### src/rtl/tdm_adv_pkg.sv
package tdm_adv_pkg;

   // Rate class of a lane; the top class halves the advancement step.
   typedef enum logic {
      RATE_NORMAL = 1'b0,
      RATE_TOP    = 1'b1
   } rate_e;

   // Ticks needed to hold a full frame of serial bits.
   function automatic int unsigned frame_ticks(input int unsigned chans,
                                               input int unsigned bit_ticks);
      return chans * 8 * bit_ticks;
   endfunction

   // Largest lead in ticks that the advancement field can request.
   function automatic int unsigned max_lead(input int unsigned adv_w,
                                            input int unsigned step_ticks);
      return ((1 << adv_w) - 1) * step_ticks;
   endfunction

endpackage

### src/rtl/tdm_adv_frame_pos.sv
module tdm_adv_frame_pos #(
   parameter int unsigned FRAME_TICKS = 512,
   localparam int unsigned POS_W      = $clog2(FRAME_TICKS)
) (
   input  logic             clk,
   input  logic             rst_n,
   input  logic             tick,
   input  logic             frame_pulse,
   output logic [POS_W-1:0] pos_now,
   output logic [POS_W-1:0] pos_q,
   output logic             bound
);

   localparam logic [POS_W-1:0] LAST_POS = POS_W'(FRAME_TICKS - 1);

   // Position that applies to the current tick: a pulse forces zero,
   // otherwise the count advances and wraps on its own.
   always_comb begin
      if (frame_pulse) begin
         pos_now = '0;
      end else if (pos_q == LAST_POS) begin
         pos_now = '0;
      end else begin
         pos_now = pos_q + POS_W'(1);
      end
   end

   assign bound = tick & frame_pulse;

   always_ff @(posedge clk) begin
      if (!rst_n) begin
         pos_q <= LAST_POS;
      end else if (tick) begin
         pos_q <= pos_now;
      end
   end

endmodule

### src/rtl/tdm_adv_launch.sv
module tdm_adv_launch #(
   parameter int unsigned CHANS      = 32,
   parameter int unsigned BIT_TICKS  = 8,
   parameter int unsigned STEP_TICKS = 2,
   parameter int unsigned ADV_W      = 2,
   localparam int unsigned FRAME_BITS  = CHANS * 8,
   localparam int unsigned FRAME_TICKS = FRAME_BITS * BIT_TICKS,
   localparam int unsigned POS_W       = $clog2(FRAME_TICKS),
   localparam int unsigned BIDX_W      = $clog2(FRAME_BITS),
   localparam int unsigned CH_W        = BIDX_W - 3
) (
   input  logic [POS_W-1:0] pos_now,
   input  logic [ADV_W-1:0] adv_q,
   input  logic             top_q,
   output logic             launch,
   output logic             ch_start,
   output logic [CH_W-1:0]  ch_idx
);

   localparam logic [POS_W:0] STEP_NORM = (POS_W+1)'(STEP_TICKS);
   localparam logic [POS_W:0] STEP_TOP  = (POS_W+1)'(STEP_TICKS / 2);
   localparam logic [POS_W:0] FRAME_L   = (POS_W+1)'(FRAME_TICKS);

   logic [POS_W:0]    lead_t;
   logic [POS_W:0]    sum_t;
   logic [POS_W-1:0]  spos;
   logic [BIDX_W-1:0] bidx;

   // Lead in ticks: the step halves for a top-rate lane.
   always_comb begin
      if (top_q) begin
         lead_t = (POS_W+1)'(adv_q) * STEP_TOP;
      end else begin
         lead_t = (POS_W+1)'(adv_q) * STEP_NORM;
      end
      sum_t = {1'b0, pos_now} + lead_t;
      spos  = POS_W'((sum_t >= FRAME_L) ? (sum_t - FRAME_L) : sum_t);
   end

   // Bit decode: slicing for a power-of-two bit period, division otherwise.
   localparam int unsigned BT_W = $clog2(BIT_TICKS);
   generate
      if ((1 << BT_W) == BIT_TICKS) begin : g_pow2
         assign launch = (spos[BT_W-1:0] == '0);
         assign bidx   = spos[POS_W-1:BT_W];
      end else begin : g_div
         localparam logic [POS_W-1:0] BT_L = POS_W'(BIT_TICKS);
         assign launch = ((spos % BT_L) == '0);
         assign bidx   = BIDX_W'(spos / BT_L);
      end
   endgenerate

   assign ch_start = (bidx[2:0] == 3'd0);
   assign ch_idx   = bidx[BIDX_W-1:3];

endmodule

### src/rtl/tdm_adv_lane.sv
module tdm_adv_lane
   import tdm_adv_pkg::*;
#(
   parameter int unsigned CHANS      = 32,
   parameter int unsigned BIT_TICKS  = 8,
   parameter int unsigned STEP_TICKS = 2,
   parameter int unsigned ADV_W      = 2,
   localparam int unsigned FRAME_TICKS = frame_ticks(CHANS, BIT_TICKS),
   localparam int unsigned POS_W       = $clog2(FRAME_TICKS),
   localparam int unsigned CH_W        = $clog2(CHANS * 8) - 3
) (
   input  logic               clk,
   input  logic               rst_n,
   input  logic               tick,
   input  logic               bound,
   input  logic [POS_W-1:0]   pos_now,
   input  logic [CHANS*8-1:0] bytes_in,
   input  logic [ADV_W-1:0]   adv_in,
   input  logic               top_in,
   output logic               sdo,
   output logic [ADV_W-1:0]   adv_q,
   output logic               top_q
);

   rate_e            rate_q;
   logic             launch;
   logic             ch_start;
   logic [CH_W-1:0]  ch_idx;
   logic [7:0]       cur_byte;
   logic [7:0]       shreg;

   assign top_q = (rate_q == RATE_TOP);

   tdm_adv_launch #(
      .CHANS      (CHANS),
      .BIT_TICKS  (BIT_TICKS),
      .STEP_TICKS (STEP_TICKS),
      .ADV_W      (ADV_W)
   ) u_launch (
      .pos_now  (pos_now),
      .adv_q    (adv_q),
      .top_q    (top_q),
      .launch   (launch),
      .ch_start (ch_start),
      .ch_idx   (ch_idx)
   );

   assign cur_byte = bytes_in[int'(ch_idx)*8 +: 8];

   // Settings latch on the boundary tick; launch uses the values held before it.
   always_ff @(posedge clk) begin
      if (!rst_n) begin
         adv_q  <= '0;
         rate_q <= RATE_NORMAL;
         shreg  <= '0;
         sdo    <= 1'b0;
      end else if (tick) begin
         if (bound) begin
            adv_q  <= adv_in;
            rate_q <= top_in ? RATE_TOP : RATE_NORMAL;
         end
         if (launch) begin
            if (ch_start) begin
               sdo   <= cur_byte[7];
               shreg <= {cur_byte[6:0], 1'b0};
            end else begin
               sdo   <= shreg[7];
               shreg <= {shreg[6:0], 1'b0};
            end
         end
      end
   end

endmodule

### src/rtl/tdm_adv_serializer.sv
module tdm_adv_serializer
   import tdm_adv_pkg::*;
#(
   parameter int unsigned NGRP       = 4,
   parameter int unsigned CHANS      = 32,
   parameter int unsigned BIT_TICKS  = 8,
   parameter int unsigned STEP_TICKS = 2,
   parameter int unsigned ADV_W      = 2
) (
   input  logic                     clk,
   input  logic                     rst_n,
   input  logic                     tick,
   input  logic                     frame_pulse,
   input  logic [NGRP*CHANS*8-1:0]  chan_bytes,
   input  logic [NGRP*ADV_W-1:0]    adv_sel,
   input  logic [NGRP-1:0]          top_rate,
   output logic [NGRP-1:0]          sdo
);

   localparam int unsigned FRAME_TICKS = frame_ticks(CHANS, BIT_TICKS);
   localparam int unsigned POS_W       = $clog2(FRAME_TICKS);
   localparam int unsigned LANE_BITS   = CHANS * 8;

   // Elaboration-time parameter checks.
   if (NGRP < 1) begin : g_bad_ngrp
      $error("NGRP must be at least 1");
   end
   if (CHANS < 2) begin : g_bad_chans
      $error("CHANS must be at least 2");
   end
   if ((STEP_TICKS < 2) || ((STEP_TICKS % 2) != 0)) begin : g_bad_step
      $error("STEP_TICKS must be even and at least 2");
   end
   if (max_lead(ADV_W, STEP_TICKS) > BIT_TICKS) begin : g_bad_lead
      $error("largest advancement exceeds one bit period");
   end

   logic [POS_W-1:0]      pos_now;
   logic [POS_W-1:0]      pos_q;
   logic                  bound;
   logic [NGRP*ADV_W-1:0] adv_q_all;
   logic [NGRP-1:0]       top_q_all;
   logic [NGRP-1:0]       lead_msb;

   tdm_adv_frame_pos #(
      .FRAME_TICKS (FRAME_TICKS)
   ) u_pos (
      .clk         (clk),
      .rst_n       (rst_n),
      .tick        (tick),
      .frame_pulse (frame_pulse),
      .pos_now     (pos_now),
      .pos_q       (pos_q),
      .bound       (bound)
   );

   for (genvar g = 0; g < NGRP; g++) begin : g_lane
      assign lead_msb[g] = chan_bytes[g*LANE_BITS + 7];

      tdm_adv_lane #(
         .CHANS      (CHANS),
         .BIT_TICKS  (BIT_TICKS),
         .STEP_TICKS (STEP_TICKS),
         .ADV_W      (ADV_W)
      ) u_lane (
         .clk      (clk),
         .rst_n    (rst_n),
         .tick     (tick),
         .bound    (bound),
         .pos_now  (pos_now),
         .bytes_in (chan_bytes[g*LANE_BITS +: LANE_BITS]),
         .adv_in   (adv_sel[g*ADV_W +: ADV_W]),
         .top_in   (top_rate[g]),
         .sdo      (sdo[g]),
         .adv_q    (adv_q_all[g*ADV_W +: ADV_W]),
         .top_q    (top_q_all[g])
      );
   end

endmodule

### config.mk
export PLATFORM = sky130hd
export DESIGN_NAME = tdm_adv_serializer
export DESIGN_NICKNAME = d
export VERILOG_FILES = /design/src/rtl/tdm_adv_pkg.sv /design/src/rtl/tdm_adv_frame_pos.sv /design/src/rtl/tdm_adv_launch.sv /design/src/rtl/tdm_adv_lane.sv /design/src/rtl/tdm_adv_serializer.sv
export SDC_FILE = /design/constraint.sdc
export NUM_CORES = 1
export LEC_CHECK = 0
export ABC_AREA = 1
export BUFFER_PORTS_ARGS = -buffer_cell sky130_fd_sc_hd__buf_2
export CAP_MARGIN = 10
export CORE_AREA = 10 10 394 396
export DETAILED_ROUTE_END_ITERATION = 6
export DIE_AREA = 0 0 404 406
export GPL_TIMING_DRIVEN = 0
export MAX_ROUTING_LAYER = met4
export PLACE_DENSITY = 0.3
export SYNTH_ARGS = -nofsm -noshare
export SYNTH_HDL_FRONTEND = slang
export SYNTH_SLANG_ARGS = --single-unit
### constraint.sdc
create_clock -name clk -period 4.4 [get_ports clk]
set_input_delay 0.22 -clock clk [delete_from_list [all_inputs] [get_ports clk]]
set_output_delay 0.22 -clock clk [all_outputs]
set_load 0.01 [all_outputs]
-- Word level (Yosys, flattened, before mapping)
Cells that the tools add are included.
- word-level logic and storage cells: 71
- memory bits (read-only): 0
- memory bits (writable): 0
- memories kept: 0
- bits in latches: 0
- bits of input ports: 1040
- output and inout bits: 4
- bits in registers: 59
- reduce and logical (&&, ||, !) cells: 13
- muxes and demuxes: 22
- div/mod/pow operators: 0
- bitwise gates (word level): 1
- add/subtract/negate cells: 9
- shift operators: 4
- multipliers: 0
- $lt $le $gt $ge: 4
- eq/ne operators: 1
- operators by type and width (cell ; number):
    $shiftx A256 B9 Y8 ; 4
    $mux W11 ; 6
    $add A11 B3 Y12 ; 4
    $ge A12 B12 Y1 const B ; 4
    $sub A11 B1 Y11 const B ; 4
    $mux W8 ; 4
    $logic_not A3 Y1 ; 8
    $mux W3 ; 4
    $add A11 B1 Y11 const B ; 1
    $eq A11 B11 Y1 const B ; 1
    $reduce_and A2 Y1 ; 5
    $mux W1 ; 8
    $and A1 B1 Y1 ; 1

-- Logic depth before layout (Yosys ltp)
Gate-level depths: netlist of run 1.
- depth after elaboration: 8
- mapped depth: 24
- gate-level depth less buffers: 22

-- Modules after synthesis
From an unflattened synthesis of run 1, not the netlist that was laid out.
- cells, all modules: 3153
- area total of the unflattened synthesis: 14749.1 um^2
- modules (own cells, without submodules) (module ; area each (um^2) ; sequential area each (um^2) ; cells an instance ; instances):
    tdm_adv_lane ; 3093.0 ; 220.2 ; 677 ; 4
    tdm_adv_launch ; 421.7 ; 0.0 ; 85 ; 4
    tdm_adv_frame_pos ; 690.7 ; 220.2 ; 105 ; 1

-- Least setup slack after synthesis of run 1
Ideal clock, no wire load.
- path type: register -> register
- start: register u_pos.pos_q[0]
- end: register g_lane[1].u_lane.sdo
- required time: 4.281 ns
- data arrival time: 3.441 ns
- path slack: 0.840 ns
- stages on the path, launching flop included: 20
- period minus slack after synthesis: 3.560 ns
- cells stage by stage: dfxtp_1 -> ha_1 -> nand2_2 -> nor2_4 -> nand3_4 -> nand2_4 -> nor2_1 -> fa_1 -> nand2_1 -> nand2_1 -> nand4_1 -> nor2_1 -> nand2_1 -> xor2_2 -> clkbuf_1 -> nand3_1 -> nand3_1 -> nand3_1 -> nand3_1 -> a21oi_1
- word-level cells in the longest chain between the ends: 8
- elaborated cells between the ends (all ways): 13
- those cells by class: add/sub: 3; order compare: 1; eq/ne: 1; shift: 1; mux: 4; reduce/logical: 3
- ends and longest elaborated chain (element ; line ; text):
    start: declaration ; tdm_adv_frame_pos.sv:10 ; output logic [POS_W-1:0] pos_q,
    start signal: assignment ; tdm_adv_frame_pos.sv:34 ; pos_q <= pos_now;
    $add A11 B1 Y11 / $eq A11 B11 Y1 (equally long branches) ; tdm_adv_frame_pos.sv:24, tdm_adv_frame_pos.sv:21 ;
    $mux W11 * ; tdm_adv_frame_pos.sv:21 ; end else if (pos_q == LAST_POS) begin
    $mux W11 * ; tdm_adv_frame_pos.sv:19 ; if (frame_pulse) begin
    named net g_lane[0].u_lane.pos_now[1] ; tdm_adv_lane.sv:16 ; input logic [POS_W-1:0] pos_now,
    $add A11 B3 Y12 * ; tdm_adv_launch.sv:36 ; sum_t = {1'b0, pos_now} + lead_t;
    $sub A11 B1 Y11 / $ge A12 B12 Y1 (equally long branches) ; tdm_adv_launch.sv:37 ; spos = POS_W'((sum_t >= FRAME_L) ? (sum_t - FRAME_L) : sum_t);
    $mux W11 * ; tdm_adv_launch.sv:37 ;
    $shiftx A256 B9 Y8 (tied with other cells) ; tdm_adv_lane.sv:48 ; assign cur_byte = bytes_in[int'(ch_idx)*8 +: 8];
    $mux W1 / $reduce_and A2 Y1 (equally long branches) ; -- ;
    end signal: assignment ; tdm_adv_lane.sv:64 ; sdo <= cur_byte[7];
    end signal: assignment ; tdm_adv_lane.sv:67 ; sdo <= shreg[7];
    end: declaration ; tdm_adv_lane.sv:20 ; output logic sdo,
The timed path passes the listed nets; every way through them passes the cells marked *.
A chain may end at the register's enable or synchronous reset.

-- Worst setup path in the final report of run 1
- start: register u_pos.pos_q[0]
- end: register g_lane[0].u_lane.shreg[4]
- word-level cells in the longest chain between the ends: 8
- elaborated cells between the ends (all ways): 13
- those cells by class: add/sub: 3; order compare: 1; eq/ne: 1; shift: 1; mux: 4; reduce/logical: 3
- ends and longest elaborated chain (element ; line ; text):
    $add A11 B1 Y11 / $eq A11 B11 Y1 (equally long branches) ; tdm_adv_frame_pos.sv:24, tdm_adv_frame_pos.sv:21 ;
    $mux W11 * ; tdm_adv_frame_pos.sv:21 ;
    $mux W11 * ; tdm_adv_frame_pos.sv:19 ;
    named net g_lane[0].u_lane.pos_now[0] ; tdm_adv_lane.sv:16 ;
    $add A11 B3 Y12 * ; tdm_adv_launch.sv:36 ;
    $sub A11 B1 Y11 / $ge A12 B12 Y1 (equally long branches) ; tdm_adv_launch.sv:37 ;
    $mux W11 * ; tdm_adv_launch.sv:37 ;
    $shiftx A256 B9 Y8 (tied with other cells) ; tdm_adv_lane.sv:48 ;
    $mux W8 / $reduce_and A2 Y1 (equally long branches) ; -- ;
    end signal: assignment ; tdm_adv_lane.sv:65 ; shreg <= {cur_byte[6:0], 1'b0};
    end signal: assignment ; tdm_adv_lane.sv:68 ; shreg <= {shreg[6:0], 1'b0};
    end: declaration ; tdm_adv_lane.sv:30 ; logic [7:0] shreg;
Marks and branches as above.

==> results.md, run 1 <==
* Syn nets at 4,655
* Final Net Count at 5,728
* # port buffers at around 1,000
* Mapped Avg Cell Area at 4.689 um2
* Distinct cells, synth at 35
* Setup WS pre-CTS at -0.9321 ns
* CTS tree: done
* Via count at ~27,000
* Top-area cell type share of the netlist area at 0.3100
* Slew of the pin with the lowest slew margin at 1.216 ns
* IO Count at 1,044
* CP Class: reg -> reg
* Post-Syn Area at 16,870 um2
* CP Cell Sequence: ha_1 -> nand2_2 -> nor2_4 -> nand3_4 -> nand2_8 -> nor2_4 -> ha_1 -> fa_1 -> nand2_1 -> nand2_1 -> nand4_1 -> buf_4 -> buf_4 -> o21ai_2 -> nand2_2 -> buf_6 -> buf_2 -> nand2_1 -> nand3_1 -> nand3_1 -> nand3_1 -> nand3_1 -> nand3_1 -> a21oi_1
* Crit. Startpoint: u_pos.pos_q[0]
* Worst-skew pair later-pin latency at around 0.35 ns
* Ys Warns at 0
* Vias in the first global route at 26,930
* Crit-path leading delay family: simple AND/OR/NAND/NOR gates
* Share of layout cells above drive strength 1 at 0.2913
* Worst R2R Setup Slack at around 0.25 ns
* Design Area, Final at ~25,000 um2
* First-pass iteration count of the detailed router at 7
* Crit path capture: g_lane[0].u_lane.shreg[4]
* Slew Limit Fails at 0
* H-tree depth at 2
* Fin cells at 6,666
* Synth-to-Final Area Change at 50.23%
* FF-to-FF path depth at 24
* Post-route DRC at 0
* Max Cap Violations at 0
* Leading area contributor after synthesis: nand3_1
* Dpl hpwl at between 100 and 150 mm
* Final setup violation count at 0
* Crit-path slowest cell: fa_1
* Largest net degree at the start of global routing at 21
* CP Capture Type: register
* Width of the chip at 404 um
* Initial antenna violation count at 88
* Sequential area share after synthesis at 0.06526
* CP arrival at ~4.4 ns
* Most instantiated cells after synthesis: 1,108 x nand2_1, 1,045 x nand3_1, 873 x inv_1
* Placed cells at 6,575
* Area occupied by multi-input gates at ~12,000 um2
* CTS Root Cell: clkbuf_16
* Async set-reset flop share out of synthesis at 0
* Unrepaired setup endpoints after global routing: false
* Starting DRT DRC Count at 1,935
* Max frequency at ~240 MHz
* Worst path bufs/invs at 4
* Syn Inst Count at roughly 3,600
* PnR worst setup slack at between 0.2 and 0.25 ns
* Post-CTS Hold Fix Bufs at 0
* Status: completed
* Most frequent cell after synthesis: nand2_1
* Starting Density at 0.1147
* Min-delay worst type: in -> reg
* Die H at 406 um
* Total CTS buffers at 5
* Area contributors post-synth: nand3_1 31%, nand2_1 25%, inv_1 19%
* Post-DP Area at around 25,000 um2
* Final min period at a little over 4 ns
* Final ANT Viol Nets at 0
* Vias per cell at ~4
* Fin crit share at 0.9432
* Cell Pwr Density at around 190 nW/um2
* Placer's final routability congestion estimate at 0.9168
* Clock transition at path regs at about 0.11 ns
* Worst setup SP type: register
* First-pass GRT wire length at between 200 and 250 mm
* GRT Residual Overflow at 0
* Clock sink count at between 50 and 60
* Die area at between 150,000 and 200,000 um2
* Most frequent CP cell: nand3_1
* Design Power at roughly 0.0049 W
* Post-synth EDFFs at 0
* Crit. path cell count at 24
* Worst Clk Skew at ~0.02 ns
* Relative max-transition margin at 0.1892
* Core area at approximately 150,000 um2
* Wirelength per Cell at between 20 and 25 um
* Setup TNS Final at 0 ns
* Synth Register Bits at 55
* Final hold violation count at 0
* Reg2reg end: g_lane[0].u_lane.shreg[4]
* Leak at 15.69 nW
* Routed WL at between 150 and 200 mm
* Max IR drop VDD at between 0.1 and 0.15 mV
* Fillers at between 15,000 and 20,000
* Max incr delay on CP at ~0.44 ns
* Tot GR Track Use at 0.1857
* CTS max path bufs at 2
* Synth Flop Type: dfxtp_1
* Critical R2R Launch: u_pos.pos_q[0]
* Register area at 1104 um2
* Crit-path max FO at 10
* CP Data Required Time at between 4 and 5 ns
* Num rows at about 140
* Min-delay src: adv_sel[4]
-- worst reg2reg max path, stage by stage, from the launching register on --
cell and delay, ns:
dfxtp_2 0.40, ha_1 0.21, nand2_2 0.10, nor2_4 0.16, nand3_4 0.12, nand2_8 0.13, nor2_4 0.07, ha_1 0.23
fa_1 0.44, nand2_1 0.09, nand2_1 0.05, nand4_1 0.08, buf_4 0.17, buf_4 0.13, o21ai_2 0.09, nand2_2 0.18
buf_6 0.18, buf_2 0.27, nand2_1 0.13, nand3_1 0.16, nand3_1 0.14, nand3_1 0.10, nand3_1 0.18, nand3_1 0.14
a21oi_1 0.07
-- kinds of logic (layout without fill, tap and decap cells) --
group,Yosys count,in the layout,share of synthesized area
flip-flops,55,55,0.06526
adder cells (fa/ha/maj),17,17,0.01439
AO/OA/AOI/OAI,144,144,0.04672
buffers and inverters,1100,2174,0.2645
other,0,64,0
XOR/XNOR,24,24,0.01513
AND/OR/NAND/NOR,2258,2258,0.5940
-- what timing repair did --
item | CTS | global route
hold endpoints to repair | 0 | 0
setup buffers | 4 | 15
resized for setup | 58 | 32
endpoints found under the setup margin | 32 | 32
pin swaps | 0 | 2
-- sequential cells by signal (all words and copies together), names as in the netlist --
name                 count
g_lane.u_lane.shreg     28
u_pos.pos_q             11
g_lane.u_lane.adv_q      8
g_lane.u_lane.sdo        4
g_lane.u_lane.top_q      4
-- per-layer routing --
metal  up-vias  GRT usage  wire (um)
met3       128    0.02946       8973
met5         -          -          0
met2       933     0.3288      80180
met4         0    0.03415       2688
li1      13220          -          -
met1     12600     0.2223      66600
-- report_power, final --
part	total (W)	leakage [nW]	internal (W)	switching, W
clock network	0.000495	0.0776	0.000222	0.000273
logic	0.00382	15.2	0.00127	0.00255
registers	0.000590	0.453	0.000556	0.0000336
total	0.00491	15.7	0.00205	0.00286
-- worst min path at each step --
| stage | endpoint | slack [ns] | cells past startpoint |
|---|---|---|---|
| floorplan | u_pos.pos_q[0] | 0.32 | 2 |
| global placement | g_lane[1].u_lane.shreg[1] | 0.46 | 2 |
| detailed placement | g_lane[1].u_lane.shreg[1] | 0.46 | 2 |
| CTS | g_lane[2].u_lane.adv_q[0] | 0.1 | 3 |
| global route | g_lane[2].u_lane.top_q | 0.13 | 3 |
| finish | g_lane[2].u_lane.adv_q[0] | 0.12 | 3 |
-- metrics by stage --
step / hold WS, ns / util
3_5_place_dp: 0.4572 / 0.1669
2_1_floorplan: 0.3231 / -
3_3_place_gp: 0.4559 / 0.1666
6_report: 0.1211 / 0.1723
4_1_cts: 0.09533 / 0.1695
5_1_grt: 0.1306 / 0.1720
-- area by class of cell --
class	count	share of cell area
Timing Repair Buffer	1066	0.2148
Clock buffer	5	0.004937
Sequential cell	55	0.04354
Inverter	892	0.1321
Multi-Input combinational cell	2443	0.4542
Buffer	208	0.04749
Antenna cell	64	0.006319
Clock inverter	3	0.001333
Tap cell	1930	0.09528
-- layout by cell type (no fill, tap or decap), types with 18 or more instances in the layout --
| cell type | n |
|---|---|
| a21oi_1 | 79 |
| buf_2 | 1172 |
| buf_4 | 42 |
| clkbuf_2 | 18 |
| dfxtp_1 | 53 |
| diode_2 | 64 |
| inv_1 | 873 |
| nand2_1 | 1106 |
| nand2_2 | 22 |
| nand3_1 | 1041 |
| nor2_1 | 38 |
| o21ai_0 | 53 |
Power figures use the tool's default switching activity.
==> run 2, diff against run 1 <==
CORE_AREA = 10 10 400 402   (was 10 10 394 396)
DIE_AREA = 0 0 410 412   (was 0 0 404 406)
clock period = 3.45 ns   (was 4.4 ns; I/O delays follow)
==> run 2 against run 1 <==
Largest cell class unchanged. Largest power group unchanged. Routed wire length grew 9.6%. Die area up 3.0%. Maximum frequency grew 16%. The run now ends with setup timing left.
==> results.md, run 2 (synthesis gave the netlist of run 1 again) <==
* Status: finished with violations
* Failing checks: setup timing
* Starting Density at 0.1113
* Reg power frac at 0.090
* Leak at between 15 and 20 nW
* Min-delay src: adv_sel[6]
* Design Area, Final at between 30,000 and 40,000 um2
* Power Internal at 0.003664 W
* Crit-path leading delay family: simple AND/OR/NAND/NOR gates
* Dpl hpwl at between 100 and 150 mm
* Setup WS pre-CTS at -1.868 ns
* Vias in the first global route at 28,500
* PnR worst setup slack at -0.1276 ns
* IO Count at around 1,000
* Crit-path slowest cell: fa_2
* Top flop regs: g_lane.u_lane.shreg: 28 flops, u_pos.pos_q: 11 flops, g_lane.u_lane.adv_q: 8 flops
* CP Capture Type: register
* CP arrival at roughly 3.9 ns
* Critical R2R Launch: u_pos.pos_q[0]
* Most frequent CP cell: nand3_4
* Die H at around 400 um
* Routed WL at ~170 mm
* Most frequent cells in the layout: 1,055 x buf_2, 943 x nand2_1, 868 x inv_1
* Final Net Count at 5,849
* Switch Pwr at 0.004624 W
* FF-to-FF path depth at 25
* Largest net degree at the start of global routing at 21
* Worst Clk Skew at between 0.02 and 0.03 ns
* Sw Ratio at 0.5579
* Fin crit share at 1.037
* CP Data Required Time at ~3.7 ns
* Total CTS buffers at 5
* Max frequency at 279.5 MHz
* Largest register FFs at 28
* Initial antenna violation count at slightly below 100
* Unrepaired setup endpoints after global routing: true
* CTS tree: done
* GRT Residual Overflow at 0
* Slew Limit Fails at 0
* Tot GR Track Use at 0.1949
* Wirelength per Cell at about 25 um
* CTS max path bufs at 2
* Worst setup SP type: register
* Crit. path cell count at 25
* Share of layout cells above drive strength 1 at 0.4640
* Design Power at around 0.0083 W
* Relative max-transition margin at 0.3531
* First-pass GRT wire length at 226.9 mm
* Post-route DRC at 0
* Worst path bufs/invs at 5
* First-pass iteration count of the detailed router at 5
* Via count at approximately 28,000
* Clock power share at 0.075
* Fin cells at around 6,900
* Starting DRT DRC Count at 1,726
* Max Cap Violations at 0
* Final setup violation count at 26
* Post-DP Area at approximately 25,000 um2
* Leading cell type in the layout, fill and taps excluded: buf_2
* Slew of the pin with the lowest slew margin at just under 1 ns
* Worst-skew pair later-pin latency at roughly 0.35 ns
* Final hold violation count at 0
* Die area at approximately 170,000 um2
* Core area at 151,500 um2
* Clock sink count at 55
* Num rows at between 100 and 150
* Max IR drop VDD at between 0.15 and 0.2 mV
* Crit. Startpoint: u_pos.pos_q[0]
* Largest Register: g_lane.u_lane.shreg
* Min-delay worst type: in -> reg
* Comb power frac at 0.834
* Cell Pwr Density at approximately 250 nW/um2
* Max incr delay on CP at slightly above 0.4 ns
* Synth-to-Final Area Change at 94.59%
* Vias per cell at ~4.1
* CTS Root Cell: clkbuf_16
* Final ANT Viol Nets at 0
* Placed cells at 6,676
* Reg2reg end: g_lane[3].u_lane.shreg[7]
* Clock transition at path regs at ~0.11 ns
* Width of the chip at ~400 um
* Final min period at between 3 and 4 ns
* Crit-path max FO at 5
* Worst R2R Setup Slack at -0.13 ns
* H-tree depth at 2
* # port buffers at approximately 1,000
* Post-CTS Hold Fix Bufs at 0
* Crit path capture: g_lane[3].u_lane.shreg[7]
* Placer's final routability congestion estimate at 0.9312
* CP Class: reg -> reg
-- run 2: power by group through the flow --
stage	sequential [W]	combinational, W	clock [W]
floorplan	0.000754	0.00252	0
detailed placement	0.000764	0.00490	0
finish	0.000750	0.00691	0.000625
global placement	0.000764	0.00491	0
global route	0.000760	0.00739	0.000694
CTS	0.000750	0.00617	0.000687
-- run 2: worst min path at each step --
stage / depth (start not counted) / end
floorplan: 2 / u_pos.pos_q[0]
global placement: 3 / g_lane[1].u_lane.top_q
detailed placement: 3 / g_lane[3].u_lane.adv_q[0]
CTS: 3 / g_lane[3].u_lane.adv_q[0]
global route: 3 / g_lane[1].u_lane.adv_q[0]
finish: 3 / g_lane[3].u_lane.adv_q[0]
-- run 2: tightest hold or removal path: stages --
cell,delay [ns]
buf_2,0.07
o21ai_0,0.07
nor2_1,0.07
-- run 2: cell type report --
cell class / instances / area, um2
plain buffers: 202 / 2328
diodes: 61 / 152.6
fillers: 18060 / 118700
multi-input cells: 2449 / 16100
repair buffers: 1187 / 7068
clock buffers: 5 / 125.1
inverters: 892 / 3371
clock inverters: 3 / 33.78
flip-flops and latches: 55 / 1107
well taps: 2030 / 2540
-- run 2: through the flow --
stage            util  setup TNS (ns)  hold WS [ns]
2_1_floorplan       -               0        0.2756
5_1_grt        0.2165          -6.862       0.06664
6_report       0.2166          -1.343       0.06737
3_5_place_dp   0.1630          -49.05        0.4359
3_3_place_gp   0.1625          -54.67        0.4327
4_1_cts        0.1963          -1.387       0.04065
-- run 2: layer usage --
metal  up-vias  GRT usage  wire length (um)
li1      13500          -                 -
met1     13440     0.2314             72510
met2       948     0.3444             87690
met3       208    0.03047              8748
met4         0    0.04331              4776
met5         -          -                 0
-- run 2: what timing repair did --
| item | 4_1_cts | 5_1_grt |
|---|---|---|
| gates cloned | 10 | 23 |
| endpoints found under the setup margin | 32 | 32 |
| resized for setup | 889 | 520 |
| setup buffers | 100 | 23 |
| pin swaps | 157 | 269 |
==> run 3, diff against run 2 <==
REMOVE_ABC_BUFFERS = 1   (was not set)
==> run 3 against run 2 <==
The run still ends with setup timing left. Die area unchanged. Sequential share of layout area about the same. Power decreased by 2.7%. Clock power decreased by 2%. First-iteration DRC count decreased by 0.17%. Routed wire length decreased by 5.5%. Non-clock buffer count decreased by 66. Combinational power decreased by 3.0%. Critical path depth unchanged. Clock skew decreased by 0.0069 ns. Cell count decreased by 0.28%. Design area increased by 0.78%.
==> results.md, run 3 (synthesis gave the netlist of run 1 again) <==
* Status: finished with violations
* Failing checks: setup timing
* Design Power at about 0.0081 W
* Synth-to-Final Area Change at 96.11%
* Min-delay worst type: in -> reg
* Max frequency at around 280 MHz
* Fin crit share at 1.027
* Post-CTS Hold Fix Bufs at 0
* Fillers at about 18,000
* Setup TNS Final at -0.9967 ns
* Leading cell type in the layout, fill and taps excluded: buf_2
* Clock transition at path regs at around 0.090 ns
* Worst setup SP type: register
* H-tree depth at 2
* Relative max-transition margin at 0.2628
* Clock sink count at 55
* Worst Clk Skew at between 0.02 and 0.025 ns
* Core area at 151,500 um2
* Routed WL at about 160 mm
* Cell Pwr Density at ~240 nW/um2
* CP arrival at approximately 3.8 ns
* Largest net degree at the start of global routing at 65
* Share of layout cells above drive strength 1 at 0.4275
* Hold path depth at 3
* Placer's final routability congestion estimate at about 0.85
* Max IR drop VDD at between 0.15 and 0.2 mV
* Worst-skew pair later-pin latency at roughly 0.34 ns
* Width of the chip at between 400 and 500 um
* Die area at approximately 170,000 um2
* Vias per cell at 4.084
* Initial antenna violation count at 55
* Vias in the first global route at between 20,000 and 30,000
* CTS Root Cell: clkbuf_16
* Most frequent cells in the layout: 1,044 x buf_2, 978 x nand2_1, 867 x inv_1
* Top flop regs: g_lane.u_lane.shreg: 28 flops, u_pos.pos_q: 11 flops, g_lane.u_lane.adv_q: 8 flops
* Slew of the pin with the lowest slew margin at approximately 1.1 ns
* Max Cap Violations at 0
* CTS tree: done
* Final Net Count at between 5,000 and 6,000
* Crit-path max FO at 8
* First-pass iteration count of the detailed router at 5
* CTS max path bufs at 2
* First-pass GRT wire length at 219.0 mm
* PnR worst setup slack at -0.09456 ns
* Area occupied by multi-input gates at ~16,000 um2
* Register area at between 1000 and 1500 um2
* Starting DRT DRC Count at 1,723
* # port buffers at roughly 1,000
* Wirelength per Cell at 23.92 um
* Tot GR Track Use at 0.1840
* Final min period at between 3 and 4 ns
* Worst R2R Setup Slack at -0.09 ns
* Starting Density at 0.1113
* Leak at between 15 and 20 nW
* IO Count at about 1,000
* GRT Residual Overflow at 0
* Via count at 28,040
* Largest Register: g_lane.u_lane.shreg
* Slew Limit Fails at 0
* Design Area, Final at about 33,000 um2
* Post-DP Area at around 24,000 um2
* Die H at ~410 um
* CP Class: reg -> reg
* CP Capture Type: register
* FF-to-FF path depth at 25
* Final setup violation count at 30
* Final ANT Viol Nets at 0
* Total CTS buffers at 5
* Final hold violation count at 0
* Num rows at 143
* Largest register FFs at 28
* CP Data Required Time at roughly 3.7 ns
* Unrepaired setup endpoints after global routing: true
* Dpl hpwl at about 110 mm
* Post-route DRC at 0
## run 3: cell count changes in the layout (fill, tap and decap cells not counted), sizes merged
cell | before | now
nand2 | 1140 | 1195
clkinvlp | 0 | 3
diode | 61 | 49
clkbuf | 54 | 16
buf | 1338 | 1306
bufbuf | 2 | 7
## run 3: layout make-up
class                   instances  area share
repair inverters                4    0.001777
flip-flops and latches         55     0.03354
diodes                         49    0.003706
clock inverters                 2   0.0005672
repair buffers               1323      0.2897
well taps                    2030     0.07677
clock buffers                   6    0.004198
multi-input cells            2504      0.4852
inverters                     892      0.1046
## run 3: final timing paths
kind	end	startpoint
worst min register to register	g_lane[0].u_lane.shreg[1]	g_lane[0].u_lane.shreg[1]
worst min-delay path	g_lane[1].u_lane.top_q	top_rate[1]
worst max-delay path	g_lane[0].u_lane.shreg[5]	u_pos.pos_q[0]
worst max register to register	g_lane[0].u_lane.shreg[5]	u_pos.pos_q[0]
## run 3: metal layers
layer / routed length [um] / global-route usage / vias up
li1: - / - / 13570
met1: 67260 / 0.2121 / 13350
met2: 84510 / 0.3344 / 966
met3: 9096 / 0.03111 / 150
met4: 3376 / 0.03457 / 0
met5: 0 / - / -
## run 3: metrics by stage
stage	util	hold slack [ns]	worst slack (ns)	cells
3_5_place_dp	0.1607	0.4446	-2.629	6491
4_1_cts	0.2026	0.07497	-0.1953	6739
6_report	0.2183	0.09098	-0.09456	6865
2_1_floorplan	-	0.2756	-1.594	3390
3_3_place_gp	0.1552	0.4393	-5.120	6463
5_1_grt	0.2181	0.1045	-0.2685	6854
## run 3: what timing repair did
item / 4_1_cts / 5_1_grt
buffers inserted: 149 / 64
resized for setup: 610 / 295
hold endpoints to repair: 0 / 0
cloned: 91 / 18
pin swaps: 183 / 165
setup endpoints to repair: 32 / 32
## run 3: critical path: stages (launching register included)
cell	delay (ns)
dfxtp_4	0.37
ha_4	0.17
nand2_4	0.09
nor2_4	0.05
nand3_4	0.10
nand2_8	0.07
nor2_4	0.13
buf_6	0.13
ha_4	0.13
fa_2	0.19
nand2_1	0.05
nand2_1	0.06
nand4_1	0.14
buf_12	0.21
nor2_4	0.22
nand2_4	0.10
xor2_4	0.16
buf_12	0.16
buf_16	0.17
buf_12	0.14
inv_12	0.09
nand3_1	0.09
nand3_2	0.07
nand3_2	0.13
nand3_2	0.12
a21oi_1	0.07
## run 3: power by group
| group | switching, W | leakage [nW] | internal [W] | total (W) |
|---|---|---|---|---|
| Combinational | 0.00405 | 17.9 | 0.00265 | 0.00670 |
| Clock | 0.000315 | 0.0753 | 0.000297 | 0.000611 |
| Sequential | 0.0000429 | 0.453 | 0.000709 | 0.000752 |
| Total | 0.00440 | 18.4 | 0.00366 | 0.00806 |
